--- src/rtl/nq_pkg.sv ---
package nq_pkg;

    localparam int EXP_W  = 15;
    localparam int SIG_W  = 64;
    localparam int PAD_W  = 16;
    localparam int OUT_W  = 1 + EXP_W + PAD_W + SIG_W;
    localparam int QBIT   = SIG_W - 2;
    localparam int N_INT  = 3;
    localparam int N_FLT  = 2;

    typedef enum logic [2:0] {
        FMT_LONG = 3'd0,
        FMT_SGL  = 3'd1,
        FMT_EXT  = 3'd2,
        FMT_PKD  = 3'd3,
        FMT_WORD = 3'd4,
        FMT_DBL  = 3'd5,
        FMT_BYTE = 3'd6,
        FMT_RSVD = 3'd7
    } fmt_e;

    // index 0 = byte, 1 = word, 2 = long
    function automatic int int_width(input int idx);
        case (idx)
            0:       return 8;
            1:       return 16;
            default: return 32;
        endcase
    endfunction

    // index 0 = single, 1 = double
    function automatic int flt_exp_w(input int idx);
        return (idx == 0) ? 8 : 11;
    endfunction

    function automatic int flt_frac_w(input int idx);
        return (idx == 0) ? 23 : 52;
    endfunction

    typedef struct packed {
        logic [OUT_W-1:0] data;
        logic             valid;
        logic             sticky;
        logic             trap;
    } nq_state_t;

endpackage

--- src/rtl/nq_classify.sv ---
module nq_classify
    import nq_pkg::*;
(
    input  logic [EXP_W-1:0] exp_i,
    input  logic [SIG_W-1:0] sig_i,
    output logic             is_nan_o,
    output logic             is_snan_o
);

    logic exp_ones;
    logic quiet;
    logic low_nz;

    always_comb begin
        exp_ones  = &exp_i;
        quiet     = sig_i[QBIT];
        low_nz    = |sig_i[QBIT-1:0];
        is_nan_o  = exp_ones && (quiet || low_nz);
        is_snan_o = exp_ones && !quiet && low_nz;
    end

endmodule

--- src/rtl/nq_pack.sv ---
module nq_pack
    import nq_pkg::*;
(
    input  logic             sign_i,
    input  logic [EXP_W-1:0] exp_i,
    input  logic [SIG_W-1:0] sig_i,
    input  fmt_e             fmt_i,
    input  logic             force_quiet_i,
    output logic [OUT_W-1:0] data_o
);

    localparam logic [SIG_W-1:0] QMASK = SIG_W'(1) << QBIT;

    logic [SIG_W-1:0] sig_w;
    logic [OUT_W-1:0] ext_w;
    logic [OUT_W-1:0] int_w [N_INT];
    logic [OUT_W-1:0] flt_w [N_FLT];

    assign sig_w = force_quiet_i ? (sig_i | QMASK) : sig_i;
    assign ext_w = {sign_i, exp_i, {PAD_W{1'b0}}, sig_w};

    for (genvar g = 0; g < N_INT; g++) begin : g_int
        localparam int IW = int_width(g);
        assign int_w[g] = {sig_w[SIG_W-1 -: IW], {(OUT_W-IW){1'b0}}};
    end

    for (genvar g = 0; g < N_FLT; g++) begin : g_flt
        localparam int EW = flt_exp_w(g);
        localparam int FW = flt_frac_w(g);
        assign flt_w[g] = {sign_i, {EW{1'b1}}, sig_w[QBIT -: FW],
                           {(OUT_W-1-EW-FW){1'b0}}};
    end

    always_comb begin
        case (fmt_i)
            FMT_BYTE: data_o = int_w[0];
            FMT_WORD: data_o = int_w[1];
            FMT_LONG: data_o = int_w[2];
            FMT_SGL:  data_o = flt_w[0];
            FMT_DBL:  data_o = flt_w[1];
            default:  data_o = ext_w;
        endcase
    end

endmodule

--- src/rtl/nan_quiet_unit.sv ---
module nan_quiet_unit
    import nq_pkg::*;
(
    input  logic              clk,
    input  logic              rst_n,
    input  logic              in_valid,
    input  logic              op_sign,
    input  logic [14:0]       op_exp,
    input  logic [63:0]       op_sig,
    input  logic [2:0]        dst_fmt,
    input  logic              arith_op,
    input  logic              snan_trap_en,
    input  logic              clr_status,
    output logic [95:0]       res_data,
    output logic              res_valid,
    output logic              snan_sticky,
    output logic              trap_req
);

    logic             is_nan;
    logic             is_snan;
    logic [OUT_W-1:0] packed_w;
    logic             snan_arith;
    nq_state_t        st_d;
    nq_state_t        st_q;

    nq_classify u_classify (
        .exp_i     (op_exp),
        .sig_i     (op_sig),
        .is_nan_o  (is_nan),
        .is_snan_o (is_snan)
    );

    nq_pack u_pack (
        .sign_i        (op_sign),
        .exp_i         (op_exp),
        .sig_i         (op_sig),
        .fmt_i         (fmt_e'(dst_fmt)),
        .force_quiet_i (arith_op),
        .data_o        (packed_w)
    );

    assign snan_arith = in_valid && is_snan && arith_op;

    always_comb begin
        st_d       = st_q;
        st_d.valid = 1'b0;
        st_d.trap  = 1'b0;
        if (clr_status) begin
            st_d.sticky = 1'b0;
        end
        if (snan_arith) begin
            st_d.sticky = 1'b1;
            st_d.trap   = snan_trap_en;
        end
        if (in_valid && is_nan && !(snan_arith && snan_trap_en)) begin
            st_d.valid = 1'b1;
            st_d.data  = packed_w;
        end
    end

    always_ff @(posedge clk or negedge rst_n) begin
        if (!rst_n) begin
            st_q <= '0;
        end else begin
            st_q <= st_d;
        end
    end

    assign res_data    = st_q.data;
    assign res_valid   = st_q.valid;
    assign snan_sticky = st_q.sticky;
    assign trap_req    = st_q.trap;

endmodule

--- config.mk ---
export PLATFORM = sky130hd
export DESIGN_NAME = nan_quiet_unit
export DESIGN_NICKNAME = d
export VERILOG_FILES = /design/src/rtl/nq_pkg.sv /design/src/rtl/nq_classify.sv /design/src/rtl/nq_pack.sv /design/src/rtl/nan_quiet_unit.sv
export SDC_FILE = /design/constraint.sdc
export NUM_CORES = 1
export LEC_CHECK = 0
export ABC_AREA = 1
export BUFFER_PORTS_ARGS = -buffer_cell sky130_fd_sc_hd__buf_2
export CAP_MARGIN = 30
export CORE_ASPECT_RATIO = 0.6
export CORE_MARGIN = 2
export CORE_UTILIZATION = 35
export CTS_CLUSTER_SIZE = 20
export DETAILED_ROUTE_END_ITERATION = 10
export HOLD_SLACK_MARGIN = 0.12
export SLEW_MARGIN = 0
export SYNTH_ARGS = -nofsm -noshare
export SYNTH_HDL_FRONTEND = slang
export SYNTH_SLANG_ARGS = --single-unit
--- constraint.sdc ---
create_clock -name clk -period 1.4 [get_ports clk]
set_input_delay 0.14 -clock clk [delete_from_list [all_inputs] [get_ports clk]]
set_output_delay 0.14 -clock clk [all_outputs]
set_load 0.02 [all_outputs]
* After elaboration in Yosys (flattened, before gate mapping) *
Cells that the tools add are included.

storage, ports and cells
  RAM bits = 0
  latch bits = 0
  memories kept = 0
  bits in registers = 99
  input bits = 89
  word-level logic and storage cells = 28
  bits in read-only memories = 0
  output and inout bits = 99

cells by class
  add/subtract/negate cells = 0
  multiplexer cells = 5
  bitwise operators = 0
  $mul = 0
  eq/ne operators = 4
  magnitude comparators = 0
  shift-type cells = 0
  div/mod/pow operators = 0
  reductions and logical operators = 15

operator list
  kind                                                  number
  one-hot mux 96 bit (5 select lines)                   1
  two-way mux 63 bit                                    1
  OR reduction 62 bit                                   1
  AND reduction 15 bit                                  1
  equality test 3 bit (second input constant)           3
  logical AND 1 bit                                     8
  equality test 3 x 1 -> 1 bit (second input constant)  1
  logical NOT 3 bit                                     1
  logical NOT 1 bit                                     2
  two-way mux 1 bit                                     2
  two-way mux 2 bit                                     1
  nonzero test 2 bit                                    1
  logical OR 1 bit                                      1

* Depth between registers and ports, before layout *
  depth after elaboration = 9
  mapped depth = 12
  depth with buffers taken out = 10

* Cells and area by module *
Synthesis repeated with hierarchy kept, for this count alone.

second synthesis, totals
  cells, all modules = 786
  area, all modules = 5,600.4 um2

modules (own cells, without submodules)
  module          area an instance (um2)  cells an instance  sequential area each (um2)  times used
  nan_quiet_unit  3,890.0                 426                2,477.4                     1
  nq_pack         1,402.6                 287                0.0                         1
  nq_classify     307.8                   73                 0.0                         1

* Least setup slack after synthesis *
No wires, ideal clock.

  path type = input to register
  from = in op_sig[50]
  to = reg st_q (netlist bit res_data[64])
  required time = 1.283 ns
  cell stages on the path = 12
  data arrival time = 1.256 ns
  setup slack = 0.027 ns
  path through = nor2_1 nand2_1 nor2_1 nand2_1 nor2_1 nand2_1 nand3_2 nand3_2 buf_4 buf_6 nand2_1 nand2_1

between the ends
  longest elaborated chain between the ends = 7
  elaborated cells on any way between the ends = 10
  those cells by class = 10 x reduce/logical

RTL lines
  what                            RTL line              RTL
  start, declared                 nan_quiet_unit.sv:9   input logic [63:0] op_sig,
  OR reduction 62 bit *           nq_classify.sv:17     low_nz = |sig_i[QBIT-1:0];
  logical AND 1 bit               nq_classify.sv:19     is_snan_o = exp_ones && !quiet && low_nz;
  logical AND 1 bit (2 in a row)  nan_quiet_unit.sv:43  assign snan_arith = in_valid && is_snan && arith_op;
  logical AND 1 bit               nan_quiet_unit.sv:56  if (in_valid && is_nan && !(snan_arith && snan_trap_en)) begin
  logical NOT 1 bit               nan_quiet_unit.sv:56
  logical AND 1 bit *             nan_quiet_unit.sv:56
  end signal, assigned            nan_quiet_unit.sv:66  st_q <= st_d;
  end, declared                   nan_quiet_unit.sv:25  nq_state_t st_q;

Every way passes the cells marked *; elsewhere a longest branch is shown, timed or not.
A chain may end at the register's enable or synchronous reset.

* Final worst setup path *
  from = in op_sig[12]
  to = reg st_q (netlist bit res_data[28])

Same word-level chain as after synthesis.

==> run metrics <==
outcome finished, final reports clean; clock slew at reported path FFs 70 ps; power density of the placed cells 828.5 mW/mm2; minimum period implied by the final worst setup slack 1374 ps; count of placed standard cells in the final layout, fillers left out 1188; area grow syn2layout 42.78%; Clock Latency Late Sink 340 ps; number of CTS-inserted buffers 9; Post-synth EDFFs 0; kind of path behind the tightest hold check input port to register; post-route setup TNS 0 ps; count of max-cap constraint violations 0; post-synthesis cell area 0.005294 mm2; TritonCTS clock tree built; final setup violation count 0; Top-Level Pins 188; worst-path cell chain buf_2 > nor2_1 > nand2_1 > nor2_1 > nand2_1 > nor2_2 > nand2_2 > nand3_4 > nand3_4 > buf_12 > clkbuf_16 > nand2_1 > nand2_1; deepest level of the CTS H-tree 3; antenna viol nets, final 0; drt wl/cell 16.98 um; number of antenna violations at the first check in global routing 2; cell count after synthesis 739; Critical Path Source Type input port; Avg Synthesized Cell Area 7.164 um2; total of buffers placed on input and output ports 187; largest fanout on the critical path 9; via count of the first global-routing pass 5569; Die Outline Area 0.01616 mm2; launching point of the worst reg2reg path res_data[31]$_DFFE_PN0P_; synth warn 0; maximum frequency from static timing analysis 728.0 MHz; number of register bits inferred by synthesis 99; maximum vdd ir drop 0.0005164 V; final estimated routing congestion in global placement 0.9224; headroom to the max-slew limit 64.25%; Slew @ Worst Pin 536.3 ps; DRC violations left 0; setup skew after layout 0 ps; nets@finish 1073; Setup CP Type input port to register; number of design-rule violations left by the first detailed-router iteration 673; Final Cycle Share 98.12%; Worst Min Path Start op_sig[8]; ratio of cells with drive above 1 in the final layout 31.45%; horizontal die dimension 162.8 um; height of the chip 99.27 um; number of unique standard cell types used by synthesis 25; Mapped Nets 828; WP data arrival 1610 ps; largest net degree at the start of global routing 100; maximum root-to-sink buffer count 2; critical path endpoint category register; count of TritonRoute iterations in the first routing pass 5; vias per cell 5.003; standard cell with the maximum stage delay on the critical path sky130_fd_sc_hd__buf_12; Seq/Total Area, Yosys 46.80%; prevailing post-synth register cell sky130_fd_sc_hd__dfrtp_1; gr usage total 24.41%; DRT Wirelength 20170 um; Lkg Pwr 0.004550 uW; most frequent cell on the critical path sky130_fd_sc_hd__nand2_1; number of filler cells placed in the layout 1458; first-pass GRT wire length 30090 um; Sinks on Clock Net 99; GR Overflow Total 0; share of flip-flops with an asynchronous set or reset 100.0%; total vias in the final route 5944; root buffer cell sky130_fd_sc_hd__clkbuf_16; Site Rows 34; half-perimeter wire length after placement 14910 um; Cell Count Post-Placement 1160; delay of the slowest cell on the worst path 170 ps; final hold violation count 0; launching instance or port of the critical path op_sig[12]; Initial Utilization 36.17%; core box area 0.01463 mm2; required arrival time at the worst endpoint 1640 ps; fin. max-slew vios 0
## sequential cells by signal, summed over array words and instances, names as in the netlist
| register | count |
|---|---|
| res_data | 96 |
| res_valid | 1 |
| snan_sticky | 1 |
| trap_req | 1 |
## worst paths after layout
path,end,slack (ps),cells after the start
setup reg to reg,res_data[31]$_DFFE_PN0P_,760,2
max in group asynchronous,res_data[93]$_DFFE_PN0P_,610,3
hold reg to reg,res_data[14]$_DFFE_PN0P_,470,2
hold / removal,res_data[8]$_DFFE_PN0P_,130,5
min in group asynchronous,res_data[35]$_DFFE_PN0P_,390,3
setup / recovery,res_data[28]$_DFFE_PN0P_,30,13
## power by group
group	internal (uW)	total [uW]	switching, uW
clock network	1440	2550	1110
registers	2860	2860	0.609
logic	355	848	493
## logic make-up after synthesis
family | share of synthesized area (%)
buffers and inverters | 9.714
flip-flops | 46.80
AND/OR/NAND/NOR | 34.32
AO/OA/AOI/OAI | 9.170
## area by class of cell
cell class / count / area, um2 / area share [%]
repair buffers: 278 / 1867 / 24.70
clock inverters: 5 / 60.06 / 0.7946
diodes: 1 / 2.502 / 0.03311
inverters: 80 / 300.3 / 3.973
flip-flops and latches: 99 / 2477 / 32.78
well taps: 198 / 247.7 / 3.278
multi-input cells: 516 / 2361 / 31.24
clock buffers: 11 / 242.7 / 3.211
## cell usage after synthesis, types with 2 or more instances
master / count / area share (%)
sky130_fd_sc_hd__o211ai_1: 6 / 0.85
sky130_fd_sc_hd__buf_4: 3 / 0.43
sky130_fd_sc_hd__a21oi_1: 2 / 0.19
sky130_fd_sc_hd__a22oi_1: 4 / 0.57
sky130_fd_sc_hd__buf_2: 12 / 1.1
sky130_fd_sc_hd__o22ai_1: 33 / 3.9
sky130_fd_sc_hd__nand3_1: 97 / 9.2
sky130_fd_sc_hd__nand3_2: 2 / 0.38
sky130_fd_sc_hd__nand2_1: 263 / 19
sky130_fd_sc_hd__buf_1: 5 / 0.35
sky130_fd_sc_hd__o221ai_1: 16 / 2.6
sky130_fd_sc_hd__nor2_1: 79 / 5.6
sky130_fd_sc_hd__inv_1: 75 / 5.3
sky130_fd_sc_hd__dfrtp_1: 99 / 47
sky130_fd_sc_hd__clkbuf_1: 21 / 1.5
sky130_fd_sc_hd__inv_2: 4 / 0.28
sky130_fd_sc_hd__o21ai_0: 8 / 0.76
sky130_fd_sc_hd__buf_6: 3 / 0.64
## worst max-delay path: cells and delay by family
family | cells | cell delay (ps)
buffers and inverters | 3 | 470
AND/OR/NAND/NOR | 10 | 1010
## cell usage in the layout, fill, tap and decap left out, types with 3 or more instances in the layout
master                          instances
sky130_fd_sc_hd__nand2_1              261
sky130_fd_sc_hd__buf_2                186
sky130_fd_sc_hd__dfrtp_1               99
sky130_fd_sc_hd__nand3_1               97
sky130_fd_sc_hd__inv_1                 75
sky130_fd_sc_hd__nor2_1                70
sky130_fd_sc_hd__buf_4                 69
sky130_fd_sc_hd__o22ai_1               33
sky130_fd_sc_hd__o221ai_1              16
sky130_fd_sc_hd__buf_12                13
sky130_fd_sc_hd__clkbuf_16             12
sky130_fd_sc_hd__nor2_2                 9
sky130_fd_sc_hd__o21ai_0                8
sky130_fd_sc_hd__o211ai_1               6
sky130_fd_sc_hd__inv_2                  4
sky130_fd_sc_hd__a22oi_1                4
sky130_fd_sc_hd__dlygate4sd3_1          3
## layer usage
layer | vias up | GRT usage (%) | part of all wire (%)
met5 | - | 0 | 0.064
met4 | 2 | 4.697 | 1.2
met3 | 27 | 5.129 | 9.9
met2 | 288 | 35.98 | 42
met1 | 2772 | 37.01 | 47
li1 | 2855 | - | -
## stage by stage
| step | setup slack (ps) | utilization (%) | total power [uW] | instance area, um2 | hold WS [ps] |
|---|---|---|---|---|---|
| 2_1_floorplan | 27.13 | - | 3212 | 5294 | -155.6 |
| 4_1_cts | 37.73 | 50.34 | 6276 | 7367 | 127.9 |
| 3_3_place_gp | -255.4 | 48.07 | 3734 | 7034 | 236.1 |
| 5_1_grt | -59.62 | 51.65 | 6509 | 7559 | 148.9 |
| 3_5_place_dp | -318.9 | 48.07 | 3729 | 7034 | 242.0 |
| 6_report | 26.34 | 51.65 | 6262 | 7559 | 134.3 |
## repair_timing
action / 4_1_cts / 5_1_grt
hold endpoints to repair: 101 / 0
endpoints found under the setup margin: 0 / 96
hold buffers: 3 / 0
resized for setup: 0 / 17
setup buffers: 0 / 3
Note: power is estimated with default switching activity, not from simulation.
